**config.mk**
```make
export PLATFORM = sky130hd
export DESIGN_NAME = fpr_hi_bridge
export DESIGN_NICKNAME = d
export VERILOG_FILES = /design/src/rtl/fpr_hi_pkg.sv /design/src/rtl/fpr_hi_decode.sv /design/src/rtl/fpr_hi_regbank.sv /design/src/rtl/fpr_hi_bridge.sv
export SDC_FILE = /design/constraint.sdc
export NUM_CORES = 2
export LEC_CHECK = 0
export BUFFER_PORTS_ARGS = -buffer_cell sky130_fd_sc_hd__buf_2
export CAP_MARGIN = 40
export CELL_PAD_IN_SITES_DETAIL_PLACEMENT = 1
export CELL_PAD_IN_SITES_GLOBAL_PLACEMENT = 2
export CORE_ASPECT_RATIO = 0.6
export CORE_UTILIZATION = 43
export DETAILED_ROUTE_END_ITERATION = 10
export HOLD_SLACK_MARGIN = 0.02
export PLACE_DENSITY = 0.84
export SYNTH_ARGS = -nofsm -noshare
export SYNTH_HDL_FRONTEND = slang
export SYNTH_SLANG_ARGS = --single-unit
```
**constraint.sdc**
```tcl
create_clock -name clk -period 2.46 [get_ports clk]
set_input_delay 0 -clock clk [delete_from_list [all_inputs] [get_ports clk]]
set_output_delay 0 -clock clk [all_outputs]
set_load 0.01 [all_outputs]
```
**src/rtl/fpr_hi_pkg.sv**
```systemverilog
package fpr_hi_pkg;

  localparam logic [5:0]  MAJOR_FP   = 6'b010001;
  localparam logic [4:0]  SUB_RDHI   = 5'b00011;
  localparam logic [4:0]  SUB_WRHI   = 5'b00111;
  localparam logic [31:0] POISON_RD  = 32'h0BADF00D;
  localparam logic [31:0] POISON_WR  = 32'hDEADC0DE;

  typedef struct packed {
    logic       rdhi;
    logic       wrhi;
    logic [4:0] ireg;
    logic [4:0] freg;
  } hx_op_t;

endpackage

```
**src/rtl/fpr_hi_decode.sv**
```systemverilog
module fpr_hi_decode
  import fpr_hi_pkg::*;
(
  input  logic        issue,
  input  logic [31:0] instr,
  output hx_op_t      op
);

  logic shape_ok;

  always_comb begin
    shape_ok = issue && (instr[31:26] == MAJOR_FP) && (instr[10:0] == 11'd0);
    op.rdhi  = shape_ok && (instr[25:21] == SUB_RDHI);
    op.wrhi  = shape_ok && (instr[25:21] == SUB_WRHI);
    op.ireg  = instr[20:16];
    op.freg  = instr[15:11];
  end

endmodule

```
**src/rtl/fpr_hi_regbank.sv**
```systemverilog
module fpr_hi_regbank #(
  parameter int NREGS = 32,
  parameter int HALF  = 32,
  localparam int AW   = $clog2(NREGS),
  localparam int W    = 2 * HALF
) (
  input  logic            clk,
  input  logic            rst,
  input  logic            we_lo,
  input  logic            we_hi,
  input  logic [AW-1:0]   waddr,
  input  logic [HALF-1:0] wdata_lo,
  input  logic [HALF-1:0] wdata_hi,
  input  logic [AW-1:0]   raddr_a,
  input  logic [AW-1:0]   raddr_b,
  output logic [W-1:0]    rdata_a,
  output logic [W-1:0]    rdata_b
);

  for (genvar g = 0; g < 2; g++) begin : g_lane
    logic [HALF-1:0] mem [NREGS];
    logic            we;
    logic [HALF-1:0] wd;

    assign we = (g == 0) ? we_lo : we_hi;
    assign wd = (g == 0) ? wdata_lo : wdata_hi;

    always_ff @(posedge clk) begin
      if (rst) begin
        for (int k = 0; k < NREGS; k++) mem[k] <= '0;
      end else if (we) begin
        mem[waddr] <= wd;
      end
    end

    assign rdata_a[g*HALF +: HALF] = mem[raddr_a];
    assign rdata_b[g*HALF +: HALF] = mem[raddr_b];
  end


  one_half_write_chk: assert property (@(posedge clk) disable iff (rst)
    $onehot0({we_lo, we_hi}));


  reset_clears_chk: assert property (@(posedge clk)
    rst |=> (rdata_b == '0));


  hold_when_idle_chk: assert property (@(posedge clk) disable iff (rst)
    !(we_lo || we_hi) |=> (!$stable(raddr_b) || $stable(rdata_b)));

endmodule

```
**src/rtl/fpr_hi_bridge.sv**
```systemverilog
module fpr_hi_bridge
  import fpr_hi_pkg::*;
#(
  parameter int NREGS = 32,
  parameter int XLEN  = 64,
  localparam int HALF = XLEN / 2,
  localparam int AW   = $clog2(NREGS)
) (
  input  logic            clk,
  input  logic            rst,
  input  logic            fr64,
  input  logic            issue,
  input  logic [31:0]     instr,
  input  logic [HALF-1:0] gpr_val,
  output logic [XLEN-1:0] rd_data,
  output logic            rd_valid,
  output logic [4:0]      int_reg,
  output logic            warn,
  input  logic [AW-1:0]   peek_idx,
  output logic [XLEN-1:0] peek_data
);

  hx_op_t          op;
  logic [AW-1:0]   fidx;
  logic [AW-1:0]   tidx;
  logic            odd_n;
  logic            bad;
  logic [HALF-1:0] rd_half;
  logic            we_lo, we_hi;
  logic [HALF-1:0] wd_lo;
  logic [XLEN-1:0] bank_rd;
  logic            warn_q;

  fpr_hi_decode u_dec (
    .issue (issue),
    .instr (instr),
    .op    (op)
  );

  always_comb begin
    fidx    = op.freg[AW-1:0];
    odd_n   = fidx[0];
    bad     = !fr64 && odd_n && (op.rdhi || op.wrhi);
    tidx    = (!fr64 && !odd_n) ? (fidx | AW'(1)) : fidx;
    if (fr64)       rd_half = bank_rd[XLEN-1:HALF];
    else if (odd_n) rd_half = POISON_RD;
    else            rd_half = bank_rd[HALF-1:0];
    rd_valid = op.rdhi;
    rd_data  = op.rdhi ? {{HALF{rd_half[HALF-1]}}, rd_half} : '0;
    int_reg  = op.ireg;
    we_hi    = op.wrhi && fr64;
    we_lo    = op.wrhi && !fr64;
    wd_lo    = odd_n ? POISON_WR : gpr_val;
  end

  fpr_hi_regbank #(.NREGS(NREGS), .HALF(HALF)) u_bank (
    .clk      (clk),
    .rst      (rst),
    .we_lo    (we_lo),
    .we_hi    (we_hi),
    .waddr    (tidx),
    .wdata_lo (wd_lo),
    .wdata_hi (gpr_val),
    .raddr_a  (tidx),
    .raddr_b  (peek_idx),
    .rdata_a  (bank_rd),
    .rdata_b  (peek_data)
  );

  always_ff @(posedge clk) begin
    if (rst) warn_q <= 1'b0;
    else     warn_q <= bad;
  end
  assign warn = warn_q;


  sign_ext_chk: assert property (@(posedge clk) disable iff (rst)
    rd_valid |-> (rd_data[XLEN-1:HALF] == {HALF{rd_data[HALF-1]}}));


  read_no_write_chk: assert property (@(posedge clk) disable iff (rst)
    rd_valid |-> !(we_lo || we_hi));


  warn_narrow_chk: assert property (@(posedge clk) disable iff (rst)
    warn |-> $past(!fr64 && issue));

endmodule

```
==> summary.md <==
| Metric | Value |
|---|---|
| HPWL Detailed | `288 mm` |
| Worst-Margin Slew | `0.950 ns` |
| Antenna violations before repair | `44` |
| Final worst slack | `-0.475 ns` |
| 1st-iter DRT viols | `12700` |
| RSZ-0062 raised after global routing | `true` |
| First-pass GRT wire length | `600 mm` |
| Worst VDD drop | `0.541 mV` |
| Pre-CTS setup slack | `-0.631 ns` |
| Congestion Overflow GR | `0` |
| Clk sink count | `2049` |
| Die ar. | `0.243 mm^2` |
| Yosys top cell area share | `0.594` |
| Element type at the critical path end | `primary output` |
| Ys async rst share | `0` |
| Antenna viol nets, final | `0` |
| Maxcap violations | `0` |
| Slew Limit Fails | `0` |
| H-tree lvl count | `4` |
| Relative slew margins | `0.367` |
| Gpl congestion | `1.02` |
| Final hold vios | `0` |
| Initial Utilization | `0.433` |
| Core area | `0.239 mm^2` |
| Yosys cell types | `53` |
| Synth Instances | `6662` |
| Layout cell share with drive strength beyond 1 | `0.329` |
| CP max FO | `2` |
| Area delta synth->final | `21.3%` |
| Clock buffer depth | `4` |
| Port Buffers | `197` |
| Leak pwr | `44.7 nW` |
| Tmin final | `2.93 ns` |
| Post-synthesis area per instance | `15.5 um^2` |
| Clock network fraction of total power | `0.369` |
| Routed via count | `74600` |
| Post-Syn Area | `0.103 mm^2` |
| Area leader, netlist | `edfxtp_1` |
| Max Freq | `0.341 GHz` |
| Commonest cells after routing, fill and taps aside | `2048 x edfxtp_1, 1028 x and2_1, 974 x mux4_2, 575 x nor2_1, 512 x conb_1` |
| CTS tree | `done` |
| CP Class | `flip-flop to primary output` |
| Largest net degree at the start of global routing | `133` |
| Element type at the critical path start | `flip-flop` |
| DR pass1 iterations | `6` |
| Failing checks | `setup timing` |
| Post-synth EDFFs | `2048` |
| FF/Latch Area | `0.0615 mm^2` |
| TritonCTS Buffers | `201` |
| Int Power | `62.4 mW` |
| WL/cell | `39.7 um` |
| Crit path required time | `2.46 ns` |
| Final Setup Violations | `127` |
| Vias per cell | `6.76` |
| Flop pwr share | `0.494` |
| Nets | `7754` |
| Clk root buf | `clkbuf_16` |
| Vias in the first global route | `74500` |
| Synthesized flop and latch total | `2049` |
| Clock transition at the registers of the reported paths | `0.07 ns` |
| Ranking of synthesized cells by area | `edfxtp_1 59%, mux4_2 21%, and2_1 6.2%, nor2_1 2.3%, clkbuf_1 1.8%` |
| CP arrival | `2.93 ns` |
| Worst hold slack | `0.157 ns` |
| DRC | `0` |
| Final period util | `1.19` |
| Status | `finished, violations left` |
| Net switching power | `21.9 mW` |
| Fillers | `22500` |
| Cell Pwr Density | `672 mW/mm^2` |
| Comb power frac | `0.138` |
| Sequential share of the synthesized area | `0.595` |
| Multi-input gate area | `0.0423 mm^2` |
| I/O pin total | `208` |
| Commonest non-fill, non-tap cell in the layout | `edfxtp_1` |
| Total track usage | `0.357` |
| Synth warnings | `0` |
| Row count | `139` |
| Post-Route WL | `438 mm` |
| Main synth FF type | `edfxtp_1` |
| Class of the worst hold path | `input port to flip-flop` |
| Chip width | `635 um` |
| Total power | `84.4 mW` |
| Sw Share | `0.260` |
| Die Ht | `382 um` |
per-stage QoR:
step / TNS (ns) / std cells / util / area [um^2]
after floorplan: 0 / 7173 / - / 105000
after global routing: -39.56 / 11000 / 0.524 / 125000
after global placement: -60.39 / 10600 / 0.487 / 117000
final: -35.57 / 11000 / 0.525 / 125000
after CTS: -37.93 / 11000 / 0.524 / 125000
after detailed placement: -83.69 / 10600 / 0.487 / 117000
layer usage:
layer,track usage,share of wire,vias up
met4,0.155,0.051,18
li1,-,-,27400
met5,0,0.00050,-
met2,0.507,0.42,6621
met1,0.493,0.37,39400
met3,0.131,0.16,1174
power by group through the flow:
stage | Clock (mW) | Combinational, mW | Sequential (mW)
2_1_floorplan | 0 | 5.92 | 41.7
3_3_place_gp | 0 | 10.4 | 42.0
3_5_place_dp | 0 | 10.5 | 42.3
4_1_cts | 31.2 | 11.3 | 41.5
5_1_grt | 32.3 | 11.8 | 41.8
6_report | 31.1 | 11.6 | 41.6
final timing paths:
path                               startpoint                            to  slack [ns]  cells past startpoint
setup / recovery  u_bank.g_lane[1].mem[2][27]                   rd_data[27]       -0.47                      6
hold / removal                      instr[23]  u_bank.g_lane[0].mem[11][15]        0.16                      5
cells in the mapped netlist, types with 8 or more instances:
master and count:
nor3_1 30, mux4_2 974, nor2b_1 9, and2_1 1028, nand2_1 435, o22ai_1 110, a21oi_1 36, mux2_2 95
nand3_1 127, edfxtp_1 2048, nand2b_1 41, nand4_1 48, o31a_1 10, o21ai_0 8, buf_2 104, a22oi_1 38
mux2i_1 108, buf_6 25, or2_2 34, clkbuf_1 496, buf_1 28, a32oi_1 44, nor2_1 626, a22o_1 22
a221oi_1 11, buf_4 45, o221ai_1 9
critical path, cell delays in order, from the launching register on:
cell and delay, ns:
edfxtp_1 0.49, mux2i_1 0.14, a22oi_1 0.25, nand4_1 0.17
o31a_4 0.38, a311oi_4 0.41, buf_2 0.22
cell type report:
type / instances / share of cell area
Sequential cell: 2049 / 0.490
Multi-Input combinational cell: 4419 / 0.337
Timing Repair Buffer: 1008 / 0.0910
Clock buffer: 238 / 0.0414
Tap cell: 3172 / 0.0316
Clock inverter: 116 / 0.00785
Antenna cell: 28 / 0.000558
Inverter: 2 / 0.0000598
state kept, by name, summed over array words and instances, names as in the netlist:
signal and cells:
warn 1, u_bank.g_lane.mem 2048
what timing repair did:
item	CTS	global route
hold endpoints to repair	1506	0
setup endpoints to repair	128	128
hold buffers	43	0
cloned	4	0
setup buffers	44	7
resized for setup	361	26
pin swaps	102	32
kinds of logic after synthesis:
logic type	after synthesis	synth area share
multiplexers	1177	0.233
buffers and inverters	709	0.0316
AO/OA/AOI/OAI	336	0.0239
other	1	0.0000362
flip-flops	2049	0.595
AND/OR/NAND/NOR	2390	0.117
(Power assumes the default switching activity.)
